**src/rtl/init_cfg_pkg.sv**
```systemverilog
package init_cfg_pkg;

  localparam int CARR_W  = 3;
  localparam int RANGE_W = 3;
  localparam int DLY_W   = 6;
  localparam int DEL_W   = 6;

  localparam int CARR_LSB  = 0;
  localparam int RANGE_LSB = 3;
  localparam int CLR_BIT   = 6;
  localparam int DLY_LSB   = 8;
  localparam int DEL_LSB   = 16;

  localparam int CARR_MAX_EXP  = 5;
  localparam int RANGE_MAX_EXP = 6;

  localparam int RATIO_W = CARR_MAX_EXP + 1;
  localparam int MULT_W  = RANGE_MAX_EXP + 1;
  localparam int TICK_W  = DLY_W + 1;

  typedef struct packed {
    logic [RATIO_W-1:0] ratio;
    logic [MULT_W-1:0]  mult;
    logic [TICK_W-1:0]  ticks;
  } cfg_dec_t;

  function automatic logic [RATIO_W-1:0] ratio_of(input logic [CARR_W-1:0] sel);
    logic [RATIO_W-1:0] r;
    if (int'(sel) >= CARR_MAX_EXP) r = RATIO_W'(1) << CARR_MAX_EXP;
    else                           r = RATIO_W'(1) << sel;
    return r;
  endfunction

  function automatic logic [MULT_W-1:0] mult_of(input logic [RANGE_W-1:0] sel);
    logic [MULT_W-1:0] m;
    if (int'(sel) >= RANGE_MAX_EXP) m = MULT_W'(1) << RANGE_MAX_EXP;
    else                            m = MULT_W'(1) << sel;
    return m;
  endfunction

  function automatic logic [TICK_W-1:0] ticks_of(input logic [DLY_W-1:0] sel);
    return TICK_W'(1 << DLY_W) - {1'b0, sel};
  endfunction

endpackage

```
**src/rtl/init_stage_bank.sv**
```systemverilog
module init_stage_bank #(
  parameter int BYTE_W    = 8,
  parameter int NUM_STAGE = 3,
  parameter int ADDR_W    = 3
) (
  input  logic                        clk,
  input  logic                        rst,
  input  logic                        wr_en,
  input  logic [ADDR_W-1:0]           wr_addr,
  input  logic [BYTE_W-1:0]           wr_data,
  output logic [BYTE_W*NUM_STAGE-1:0] staged
);

  for (genvar i = 0; i < NUM_STAGE; i++) begin : g_byte
    logic hit;
    assign hit = wr_en && (wr_addr == ADDR_W'(i));

    always_ff @(posedge clk) begin
      if (rst)      staged[i*BYTE_W +: BYTE_W] <= '0;
      else if (hit) staged[i*BYTE_W +: BYTE_W] <= wr_data;
    end
  end

endmodule

```
**src/rtl/init_commit_ctrl.sv**
```systemverilog
module init_commit_ctrl #(
  parameter int ADDR_W      = 3,
  parameter int COMMIT_ADDR = 4
) (
  input  logic              clk,
  input  logic              rst,
  input  logic              halt_n,
  input  logic              wr_en,
  input  logic [ADDR_W-1:0] wr_addr,
  output logic              commit,
  output logic              upd_ok
);

  localparam logic [ADDR_W-1:0] CADDR = ADDR_W'(COMMIT_ADDR);

  assign commit = wr_en && (wr_addr == CADDR) && !halt_n;

  always_ff @(posedge clk) begin
    if (rst) upd_ok <= 1'b0;
    else     upd_ok <= !halt_n;
  end

endmodule

```
**src/rtl/init_field_decode.sv**
```systemverilog
module init_field_decode
  import init_cfg_pkg::*;
(
  input  logic [CARR_W-1:0]  carr,
  input  logic [RANGE_W-1:0] range,
  input  logic [DLY_W-1:0]   dly,
  output cfg_dec_t           dec
);

  always_comb begin
    dec.ratio = ratio_of(carr);
    dec.mult  = mult_of(range);
    dec.ticks = ticks_of(dly);
  end

endmodule

```
**src/rtl/init_cfg_loader.sv**
```systemverilog
module init_cfg_loader
  import init_cfg_pkg::*;
#(
  parameter int BYTE_W      = 8,
  parameter int NUM_STAGE   = 3,
  parameter int ADDR_W      = 3,
  parameter int COMMIT_ADDR = 4
) (
  input  logic                        clk,
  input  logic                        rst,
  input  logic                        halt_n,
  input  logic                        wr_en,
  input  logic [ADDR_W-1:0]           wr_addr,
  input  logic [BYTE_W-1:0]           wr_data,
  output logic [BYTE_W*NUM_STAGE-1:0] cfg_word,
  output logic [CARR_W-1:0]           carr_sel,
  output logic [RANGE_W-1:0]          range_sel,
  output logic [DLY_W-1:0]            dly_sel,
  output logic [DEL_W-1:0]            del_sel,
  output logic                        cnt_clr,
  output logic [RATIO_W-1:0]          div_ratio,
  output logic [MULT_W-1:0]           range_mult,
  output logic [TICK_W-1:0]           dly_ticks,
  output logic                        upd_ok
);

  localparam int WORD_W = BYTE_W * NUM_STAGE;

  logic [WORD_W-1:0] staged;
  logic              commit;
  cfg_dec_t          dec_next;
  cfg_dec_t          dec_q;
  cfg_dec_t          dec_rst;

  init_stage_bank #(
    .BYTE_W(BYTE_W), .NUM_STAGE(NUM_STAGE), .ADDR_W(ADDR_W)
  ) u_stage (
    .clk(clk), .rst(rst), .wr_en(wr_en), .wr_addr(wr_addr),
    .wr_data(wr_data), .staged(staged)
  );

  init_commit_ctrl #(
    .ADDR_W(ADDR_W), .COMMIT_ADDR(COMMIT_ADDR)
  ) u_ctrl (
    .clk(clk), .rst(rst), .halt_n(halt_n), .wr_en(wr_en),
    .wr_addr(wr_addr), .commit(commit), .upd_ok(upd_ok)
  );

  init_field_decode u_dec (
    .carr (staged[CARR_LSB  +: CARR_W]),
    .range(staged[RANGE_LSB +: RANGE_W]),
    .dly  (staged[DLY_LSB   +: DLY_W]),
    .dec  (dec_next)
  );

  always_comb begin
    dec_rst.ratio = ratio_of('0);
    dec_rst.mult  = mult_of('0);
    dec_rst.ticks = ticks_of('0);
  end

  always_ff @(posedge clk) begin
    if (rst) begin
      cfg_word <= '0;
      dec_q    <= dec_rst;
    end else if (commit) begin
      cfg_word <= staged;
      dec_q    <= dec_next;
    end
  end

  assign carr_sel   = cfg_word[CARR_LSB  +: CARR_W];
  assign range_sel  = cfg_word[RANGE_LSB +: RANGE_W];
  assign cnt_clr    = cfg_word[CLR_BIT];
  assign dly_sel    = cfg_word[DLY_LSB   +: DLY_W];
  assign del_sel    = cfg_word[DEL_LSB   +: DEL_W];
  assign div_ratio  = dec_q.ratio;
  assign range_mult = dec_q.mult;
  assign dly_ticks  = dec_q.ticks;

endmodule

```
**config.mk**
```make
export PLATFORM = sky130hd
export DESIGN_NAME = init_cfg_loader
export DESIGN_NICKNAME = d
export VERILOG_FILES = /design/src/rtl/init_cfg_pkg.sv /design/src/rtl/init_stage_bank.sv /design/src/rtl/init_commit_ctrl.sv /design/src/rtl/init_field_decode.sv /design/src/rtl/init_cfg_loader.sv
export SDC_FILE = /design/constraint.sdc
export NUM_CORES = 1
export LEC_CHECK = 0
export ABC_AREA = 0
export ABC_CLOCK_PERIOD_IN_PS = 1630
export BUFFER_PORTS_ARGS = -buffer_cell sky130_fd_sc_hd__buf_2
export CAP_MARGIN = 25
export CORE_MARGIN = 4
export CORE_UTILIZATION = 52
export DETAILED_ROUTE_END_ITERATION = 10
export GPL_TIMING_DRIVEN = 1
export HOLD_SLACK_MARGIN = 0.02
export PLACE_DENSITY = 0.79
export RECOVER_POWER = 100
export SKIP_CTS_REPAIR_TIMING = 1
export SYNTH_ARGS = -nofsm -noshare
export SYNTH_HDL_FRONTEND = slang
export SYNTH_SLANG_ARGS = --single-unit
```
**constraint.sdc**
```tcl
create_clock -name clk -period 1.63 [get_ports clk]
set_clock_uncertainty 0.1 [all_clocks]
set_input_delay 0.326 -clock clk [delete_from_list [all_inputs] [get_ports clk]]
set_output_delay 0.326 -clock clk [all_outputs]
set_load 0.02 [all_outputs]
```
-- Word-level counts from Yosys, hierarchy flattened
Cells that the tools add are included.
- bits of input ports: 15
- register bits after elaboration: 69
- logic and storage cells: 25
- reduce and logical (&&, ||, !) cells: 7
- shifts and indexed selects: 2
- $lt $le $gt $ge: 2
- equality and inequality tests: 3
- $add $sub $neg: 1
- mux-type cells: 2
- operators by type and width (kind ; count):
    7-bit 2-to-1 mux ; 1
    1-bit by 3-bit << shifter with 7-bit output (first input constant) ; 1
    7-bit by 6-bit subtractor with 7-bit output (first input constant) ; 1
    3-bit >= comparator (second input constant) ; 2
    6-bit 2-to-1 mux ; 1
    1-bit by 3-bit << shifter with 6-bit output (first input constant) ; 1
    1-bit logical AND ; 5
    3-bit by 1-bit equality test with 1-bit output (second input constant) ; 1
    3-bit by 2-bit equality test with 1-bit output (second input constant) ; 1
    3-bit equality test (second input constant) ; 1
    3-bit logical NOT ; 1
    1-bit logical NOT ; 1

-- Logic depth before layout (Yosys ltp)
Gate-level depths: netlist of the first run.
- word-level depth: 3
- mapped depth: 5

-- Hierarchy
From an unflattened synthesis of the first run, not the netlist that was laid out.
- cell total of the unflattened synthesis: 283
- area total of the unflattened synthesis: 2985.4 µm²
- modules (own cells, without submodules) (module ; area an instance (µm²) ; times used ; cells each):
    init_cfg_loader ; 1749.2 ; 1 ; 161
    init_stage_bank ; 1004.7 ; 1 ; 91
    init_field_decode ; 191.4 ; 1 ; 27
    init_commit_ctrl ; 40.0 ; 1 ; 4

-- Worst setup path after synthesis of the first run
No wires, ideal clock.
- kind: input -> register
- from: in wr_addr[1]
- to: reg u_stage.staged[4]
- slack: 0.303 ns
- stages on the path: 4
- data required time: 1.398 ns
- arrival time: 1.095 ns
- path buffers: 1
- library setup time: 0.132 ns
- cells stage by stage: or4b_1 > buf_2 > nand2_1 > a21oi_1
- cells in the longest elaborated chain, start to end: 2
- RTL lines (what ; line ; text):
    from (decl) ; init_cfg_loader.sv:13 ; input logic [ADDR_W-1:0] wr_addr,
    3-bit logical NOT ; init_stage_bank.sv:16 ; assign hit = wr_en && (wr_addr == ADDR_W'(i));
    1-bit logical AND ; init_stage_bank.sv:16 ;
    to (signal, indexed assignment) ; init_stage_bank.sv:20 ; else if (hit) staged[i*BYTE_W +: BYTE_W] <= wr_data;
    to (decl) ; init_stage_bank.sv:11 ; output logic [BYTE_W*NUM_STAGE-1:0] staged
Every way passes these cells.
A chain may end at the register's enable or synchronous reset.

-- Worst setup path after layout of the first run
- from: reg cfg_word[0]
- to: out carr_sel[0]
- RTL lines (what ; line ; text):
    from (decl) ; init_cfg_loader.sv:15 ; output logic [BYTE_W*NUM_STAGE-1:0] cfg_word,
    from (signal assigned) ; init_cfg_loader.sv:67 ; cfg_word <= staged;
    to (decl) ; init_cfg_loader.sv:16 ; output logic [CARR_W-1:0] carr_sel,
No word-level cell between the ends.

==> reports/metrics.cfg, run 1 <==
[status]
status=finished, final reports clean

[global_routing]
grt_max_degree=45
antenna_found_initial=0
grt-ovfl-total=0
grt_pass1_vias=2219
grt_first_pass_wirelength_microns=10600
grt_usage=0.207

[route]
ant_nets=0
first_pass_iters=4
routed_via_density=5.45
drt_iter0_markers=225
wl_microns=6780
wl_per_cell_microns=15.0
drc=0
vias=2465

[worst_setup_path]
path_delay_family=flip-flops
path_buf_inv=1
crit_chain=clkbuf_1
path_class=reg2out
cp-start-kind=flip-flop
cp_max_fo=3
slowest_stage=dfxtp_1
end_kind=output pin
cp.arrival_ns=0.97
crit_path_max_incr_delay_ns=0.38
worstPathRequired_ns=1.20

[yosys]
yosysTopAreaCell=dfxtp_1
synth-seq-cells=68
synth_top_area_frac=0.476
synth_compound_area_frac=0.170
synthCells=328
synth_seq_area_share=0.476
synth_edf_count=0
synth_nets=344
yosys-top-cells-count=dfxtp_1 (68), a21oi_1 (45), o21ai_0 (41)
synth_mux_area_frac=0.0560
yosysWarningCount=0
synth_fa_ha_area_frac=0.00438
synth_top_family_by_area=simple AND/OR/NAND/NOR gates
async_flop_share=0
synth_area_sq_mm=0.00286
ys_top_cells_by_area=dfxtp_1 (48%), a21oi_1 (7.9%), o21ai_0 (7.2%)
postSynthAreaPerCell_sq_um=8.72
synthSimpleGateAreaFrac=0.182
ys_types=33
synth_xor_area_frac=0.00919
synth-main-ff-cell=dfxtp_1
post-synth-top-count-cell=dfxtp_1

[layout]
syn_to_final_growth_pct=14.7
antennaDiodeCount=0
fillCellCount=509
layout.area.seq_sq_mm=0.00136
multi_input_area_sq_mm=0.00121
nets=394
final_core_util=0.630
drive_above_1_share=0.102

[clocking]
cts.sinks=68
h-tree-depth=3
cts_buffers=9
clk_pin_slew_worst_paths_ns=0.07
tritoncts=done
max-clock-path-buffers=2
clock_tree.root_cell=clkbuf_8
clk_latency_ns=0.34

[floorplanning]
initial_core_util=0.549
dieArea_sq_mm=0.00675
io_pins=79
core_area_sq_mm=0.00520
die_h_microns=82.2
die_w_microns=82.2
row_count=26

[power]
irDropWorstVdd_v=0.000691
power.leakage_nw=1.08
powerDensity_mw_per_mm2=1050

[placed_design]
io_buffers=78
dpl_worst_slack_ns=0.0510
gp_congestion=0.801
hpwl_microns=4450

[run]
drv_cap=0

[sta]
whs_ns=0.0594
relSlewSlack=0.433
rsz0062_at_grt=no
worst_pin_slew_ns=0.851
fin_ws_ns=0.237
setup_viol=0
drv_slew=0
finalWorstPathRequiredPeriod_ns=1.39
clock.fmax_mhz=718
period_share=0.855
tns_ns=0
hold_violations=0

[hold_path]
hold_class=in2reg

-- power by group --
| part | switching (mW) | internal, mW | total (mW) |
|---|---|---|---|
| Combinational | 0.135 | 0.0631 | 0.198 |
| Sequential | 0.0160 | 1.68 | 1.69 |
| Clock | 0.608 | 0.933 | 1.54 |
-- through the flow --
step	total power, mW	area, sq um	instances
CTS	3.48	3390	452
finish	3.43	3280	452
global placement	1.94	3170	437
global route	3.56	3280	452
floorplan	1.86	2860	328
detailed placement	1.94	3170	437
-- area by class of cell --
| cell class | instances | share of cell area |
|---|---|---|
| tap | 70 | 0.0267 |
| timing repair buffer | 86 | 0.117 |
| clock buffer | 11 | 0.0462 |
| sequential | 68 | 0.415 |
| inverter | 3 | 0.00344 |
| multi-input combinational | 210 | 0.369 |
| clock inverter | 4 | 0.0221 |
-- cells by family after synthesis --
family	after synthesis
compound gates	93
xor+xnor	3
fa+ha+maj	1
buf+inv	50
flops	68
mux	16
simple gates	97
-- layout by cell type, fill, tap and decap left out, drive strengths merged, types with 2 or more instances in the layout --
cell	n
a21oi	45
and3b	2
and4bb	2
buf	18
bufinv	2
clkbuf	79
dfxtp	68
inv	3
mux2i	16
nand2	17
nand3	29
nand3b	2
nand4	6
nand4b	3
nor2	21
nor2b	5
nor3	2
nor3b	3
o211ai	3
o21ai	41
o2bb2ai	2
or3	2
xor2	2
-- flip-flops by register name (all words and copies together) (netlist names) --
register / cells
cfg_word: 24
dly_ticks: 6
div_ratio: 6
u_stage.staged: 24
u_ctrl.upd_ok: 1
range_mult: 7
-- routing by layer --
metal  up-vias  wire [microns]  global-route usage
met1      1140            3130               0.283
met2        83            2990               0.305
met4         0             146               0.126
li1       1229               -                   -
met5         -               0                   0
met3        13             516              0.0369
-- worst paths after layout --
kind                 startpoint            end  slack [ns]  cells after the start
max                 cfg_word[0]    carr_sel[0]        0.24                      1
min                      halt_n  u_ctrl.upd_ok        0.06                      2
max reg2reg   u_stage.staged[9]   dly_ticks[4]        0.25                      5
min reg2reg  u_stage.staged[17]   cfg_word[17]        0.36                      2
(Power assumes the default switching activity.)
==> run 2: changes to the inputs <==
Settings changed: ABC_CLOCK_PERIOD_IN_PS 1630 to 1400, CORE_MARGIN 4 to 2.
Clock period 1.63 ns to 1.4 ns, I/O delays scaled along.
==> run 2 against run 1 <==
Via count grew 2.8%. Critical path depth grew 4. Sequential cell count is the same. Final area grew 2.2%. Power grew 5.1%. Sequential share of layout area shrank 0.90 points. Cell count grew 3.3%. Utilization grew 1.4 points. Combinational power grew 29%. Non-clock buffer count grew 14. Setup slack lost 0.18 ns. Sequential power grew 17%. Critical endpoint is now u_stage.staged[17]. Highest routed layer unchanged.
==> reports/metrics.cfg, run 2 (synthesis gave the netlist of run 1 again) <==
[placed_design]
io_buffers=78  ; unchanged
hpwl_microns=4550  ; was 4450 microns
place_area_sq_mm=0.00331  ; was 0.00317 sq mm
gp_congestion=0.813  ; was 0.801

[sta]
rsz0062_at_grt=no  ; unchanged
clock.fmax_mhz=744
drv_slew=0  ; unchanged
setup_viol=0  ; unchanged
relSlewSlack=0.645  ; was 0.433
finalWorstPathRequiredPeriod_ns=1.34
hold_violations=0  ; unchanged
whs_ns=0.103  ; was 0.0594 ns
worst_pin_slew_ns=0.531  ; was 0.851 ns
period_share=0.960

[clocking]
cts_buffers=9  ; unchanged
h-tree-depth=3  ; unchanged
clk_pin_slew_worst_paths_ns=0.08  ; was 0.07 ns
cts.sinks=68  ; unchanged
clock_tree.root_cell=clkbuf_8  ; unchanged
clk_latency_ns=0.34  ; about the same
max-clock-path-buffers=2  ; unchanged
tritoncts=done  ; unchanged

[worst_setup_path]
end_kind=flip-flop  ; was output pin
cp-start-kind=primary input  ; was flip-flop
crit_path_max_incr_delay_ns=0.44  ; was 0.38 ns
cp.arrival_ns=1.48  ; was 0.97 ns
slowest_stage=dlymetal6s2s_1  ; was dfxtp_1
cp_max_fo=8  ; was 3
crit_chain=clkbuf_1 -> and4bb_2 -> dlymetal6s2s_1 -> mux2i_1 -> nor2_1  ; was clkbuf_1
path_class=in2reg  ; was reg2out
worstPathRequired_ns=1.53  ; was 1.20 ns

[route]
wl_per_cell_microns=14.2  ; was 15.0 microns
drt_iter0_markers=176  ; was 225
routed_via_density=5.43  ; was 5.45
drc=0  ; unchanged
first_pass_iters=4  ; unchanged
vias=2535  ; was 2465
wl_microns=6640  ; was 6780 microns
ant_nets=0  ; unchanged

[layout]
final_core_util=0.644  ; was 0.630
syn_to_final_growth_pct=17.2  ; was 14.7%
final_cell_mix=dfxtp_1 (68), clkbuf_1 (54), a21oi_1 (45), o21ai_0 (41), nand3_1 (28)  ; was dfxtp_1 (68), clkbuf_1 (67), a21oi_1 (45), o21ai_0 (41), nand3_1 (28)
drive_above_1_share=0.164  ; was 0.102
nets=408  ; was 394
finish.instance_area_sq_mm=0.00335  ; was 0.00328 sq mm
antennaDiodeCount=0  ; unchanged
layout_commonest_cell=dfxtp_1  ; unchanged

[power]
total_power_mw=3.61  ; was 3.43 mW
power.leakage_nw=1.19  ; was 1.08 nW
irDropWorstVdd_v=0.000812  ; was 0.000691 V
powerDensity_mw_per_mm2=1080  ; was 1050 mW/mm^2

[global_routing]
grt_usage=0.223  ; was 0.207
grt_pass1_vias=2284  ; was 2219
grt-ovfl-total=0  ; unchanged
antenna_found_initial=0  ; unchanged
grt_first_pass_wirelength_microns=10700  ; was 10600 microns
grt_max_degree=42  ; was 45

[floorplanning]
die_w_microns=78.2  ; was 82.2 microns
core_area_sq_mm=0.00520  ; unchanged
io_pins=79  ; unchanged
row_count=26  ; unchanged
dieArea_sq_mm=0.00611  ; was 0.00675 sq mm
initial_core_util=0.549  ; unchanged
die_h_microns=78.2  ; was 82.2 microns

[run]
drv_cap=0  ; unchanged

[hold_path]
hold_class=in2reg  ; unchanged

[status]
status=finished, final reports clean  ; unchanged

-- run 2: cell types whose count changed in the layout (fill, tap and decap cells not counted), moves of 2 or more --
cell / change
bufinv_16: -2
clkinv_2: +3
buf_4: +6
clkbuf_8: -2
clkbuf_1: -13
clkbuf_2: +19
buf_2: -2
-- run 2: layout make-up --
| cell class | count | area (sq um) |
|---|---|---|
| Inverter | 3 | 11.3 |
| Tap cell | 70 | 87.6 |
| Clock inverter | 7 | 43.8 |
| Fill cell | 493 | 1850 |
| Multi-Input combinational cell | 210 | 1210 |
| Clock buffer | 9 | 124 |
| Sequential cell | 68 | 1360 |
| Timing Repair Buffer | 100 | 515 |
-- run 2: metrics by stage --
| step | cells | setup WS [ns] | TNS, ns |
|---|---|---|---|
| 2_1_floorplan | 328 | 0.119 | 0 |
| 3_3_place_gp | 450 | -0.0923 | -0.718 |
| 3_5_place_dp | 450 | -0.145 | -1.13 |
| 4_1_cts | 466 | 0.0800 | 0 |
| 5_1_grt | 467 | 0.00772 | 0 |
| 6_report | 467 | 0.0558 | 0 |
-- run 2: routing by layer --
metal,share of wire,wire [microns],track usage,up-vias
li1,-,-,-,1260
met4,0.0086,57,0.0737,0
met5,0,0,0,-
met2,0.46,3040,0.345,87
met3,0.063,418,0.0713,5
met1,0.47,3130,0.295,1183
-- run 2: final timing paths --
kind / endpoint / slack (ns) / cells past startpoint / start
setup / recovery: u_stage.staged[17] / 0.06 / 5 / wr_addr[2]
hold / removal: u_stage.staged[7] / 0.10 / 3 / wr_data[7]
setup reg to reg: dly_ticks[4] / 0.09 / 5 / u_stage.staged[8]
hold reg to reg: div_ratio[1] / 0.37 / 2 / div_ratio[1]
-- run 2: critical path, delay by kind of cell --
family | cells | cell delay [ns]
buf+inv | 2 | 0.56
simple gates | 2 | 0.37
mux | 1 | 0.26
-- run 2: where the power goes --
group | switching, mW | internal (mW) | total [mW]
logic | 0.162 | 0.0924 | 0.255
clock network | 0.755 | 0.631 | 1.39
registers | 0.0170 | 1.95 | 1.97
==> run 3: changes to the inputs <==
Settings changed: CORE_UTILIZATION 52 to 48, PLACE_DENSITY 0.79 to 0.74.
==> run 3 against run 2 <==
Maximum frequency is 1.1% higher. Register-to-register slack better by 0.02 ns. Global-route usage is 0.86 points lower. Sequential power hardly changed. Clock power is 35% higher. Critical path type is now reg2out.
==> reports/metrics.cfg, run 3 (synthesis gave the netlist of run 1 again) <==
[status]
status=finished, final reports clean  ; unchanged

[layout]
syn_to_final_growth_pct=18.8  ; was 17.2%
final_cell_mix=dfxtp_1 (68), clkbuf_1 (59), a21oi_1 (45), o21ai_0 (41), nand3_1 (28)  ; was dfxtp_1 (68), clkbuf_1 (54), a21oi_1 (45), o21ai_0 (41), nand3_1 (28)
antennaDiodeCount=0  ; unchanged
finish.instance_area_sq_mm=0.00340  ; was 0.00335 sq mm
layout_commonest_cell=dfxtp_1  ; unchanged
nets=406  ; was 408
fillCellCount=553  ; was 493
drive_above_1_share=0.152  ; was 0.164

[clocking]
tritoncts=done  ; unchanged
clk_pin_slew_worst_paths_ns=0.07  ; was 0.08 ns
h-tree-depth=3  ; unchanged
clock_tree.root_cell=clkbuf_8  ; unchanged
max-clock-path-buffers=2  ; unchanged
cts.sinks=68  ; unchanged
cts_buffers=9  ; unchanged
clk_latency_ns=0.34  ; about the same

[sta]
tns_ns=0  ; unchanged
hold_violations=0  ; unchanged
worst_pin_slew_ns=0.761  ; was 0.531 ns
clock.fmax_mhz=752  ; was 744 MHz
fin_ws_ns=0.0707  ; was 0.0558 ns
relSlewSlack=0.492  ; was 0.645
finalWorstPathRequiredPeriod_ns=1.33  ; was 1.34 ns
drv_slew=0  ; unchanged
period_share=0.949  ; was 0.960
rsz0062_at_grt=no  ; unchanged
setup_viol=0  ; unchanged

[floorplanning]
die_w_microns=81.2  ; was 78.2 microns
io_pins=79  ; unchanged
row_count=28  ; was 26
core_area_sq_mm=0.00585  ; was 0.00520 sq mm
dieArea_sq_mm=0.00659  ; was 0.00611 sq mm
die_h_microns=81.2  ; was 78.2 microns
initial_core_util=0.489  ; was 0.549

[route]
routed_via_density=5.43  ; about the same
ant_nets=0  ; unchanged
drt_iter0_markers=209  ; was 176
wl_per_cell_microns=14.4  ; was 14.2 microns
first_pass_iters=4  ; unchanged
wl_microns=6750  ; was 6640 microns
drc=0  ; unchanged
vias=2553  ; was 2535

[placed_design]
gp_congestion=0.802  ; was 0.813
hpwl_microns=4590  ; was 4550 microns
io_buffers=78  ; unchanged
dpl_worst_slack_ns=-0.145  ; about the same
place_area_sq_mm=0.00329  ; was 0.00331 sq mm

[global_routing]
grt_first_pass_wirelength_microns=10700  ; about the same
grt_pass1_vias=2257  ; was 2284
grt_usage=0.214  ; was 0.223
grt-ovfl-total=0  ; unchanged
grt_max_degree=42  ; unchanged
antenna_found_initial=0  ; unchanged

[worst_setup_path]
r2r.worst_path.cells=5  ; unchanged
timing.rr.start=u_stage.staged[9]  ; was u_stage.staged[8]
crit_end=carr_sel[0]  ; was u_stage.staged[17]
reg2reg_slack_ns=0.11  ; was 0.09 ns
crit_cells=1  ; was 5
path_class=reg2out  ; was in2reg
worstPathRequired_ns=1.02  ; was 1.53 ns
crit_path_max_incr_delay_ns=0.37  ; was 0.44 ns
path_delay_family=flip-flops  ; was buffers and inverters
critPathLaunch=cfg_word[0]  ; was wr_addr[2]
reg2reg_to=dly_ticks[4]  ; unchanged
slowest_stage=dfxtp_1  ; was dlymetal6s2s_1
cp-start-kind=flip-flop  ; was primary input
end_kind=output pin  ; was flip-flop
cp_max_fo=3  ; was 8
crit_chain=clkbuf_1  ; was clkbuf_1 -> and4bb_2 -> dlymetal6s2s_1 -> mux2i_1 -> nor2_1
path_buf_inv=1  ; was 2
cp.arrival_ns=0.95  ; was 1.48 ns

[hold_path]
hold_class=in2reg  ; unchanged
hold_path_depth=2  ; was 3

[run]
drv_cap=0  ; unchanged

[power]
total_power_mw=4.09  ; was 3.61 mW
power.leakage_nw=1.19  ; about the same
powerDensity_mw_per_mm2=1200  ; was 1080 mW/mm^2
irDropWorstVdd_v=0.000585  ; was 0.000812 V

-- run 3: how the worst min path moves through the flow --
stage	startpoint	end
final	halt_n	u_ctrl.upd_ok
after global routing	halt_n	u_ctrl.upd_ok
after CTS	halt_n	u_ctrl.upd_ok
after detailed placement	u_stage.staged[6]	u_stage.staged[6]
after global placement	u_stage.staged[6]	u_stage.staged[6]
after floorplan	halt_n	u_ctrl.upd_ok
-- run 3: report_power, final --
part           leakage (nW)  internal [mW]  switching (mW)
registers             0.549           1.95          0.0183
logic                 0.519         0.0874           0.163
clock network         0.122           1.14           0.725
-- run 3: per-layer routing --
layer | vias up | track usage | routed length [microns]
met2 | 91 | 0.326 | 3000
met5 | - | 0 | 0
met3 | 12 | 0.0578 | 429
met4 | 0 | 0.0847 | 116
li1 | 1261 | - | -
met1 | 1189 | 0.289 | 3200
-- run 3: per-stage QoR --
stage               cells  utilization  hold WS (ns)
floorplan             328            -         0.252
global placement      454        0.563         0.350
detailed placement    454        0.563         0.348
CTS                   470        0.603        0.0187
global route          470        0.580        0.0252
finish                470        0.580        0.0341
-- run 3: layout make-up --
cell class	instances	area, sq um	area share
tap	75	93.8	0.0276
sequential	68	1360	0.401
timing repair buffer	98	479	0.141
multi-input combinational	210	1210	0.358
clock buffer	12	165	0.0486
inverter	3	11.3	0.00332
clock inverter	4	70.1	0.0206
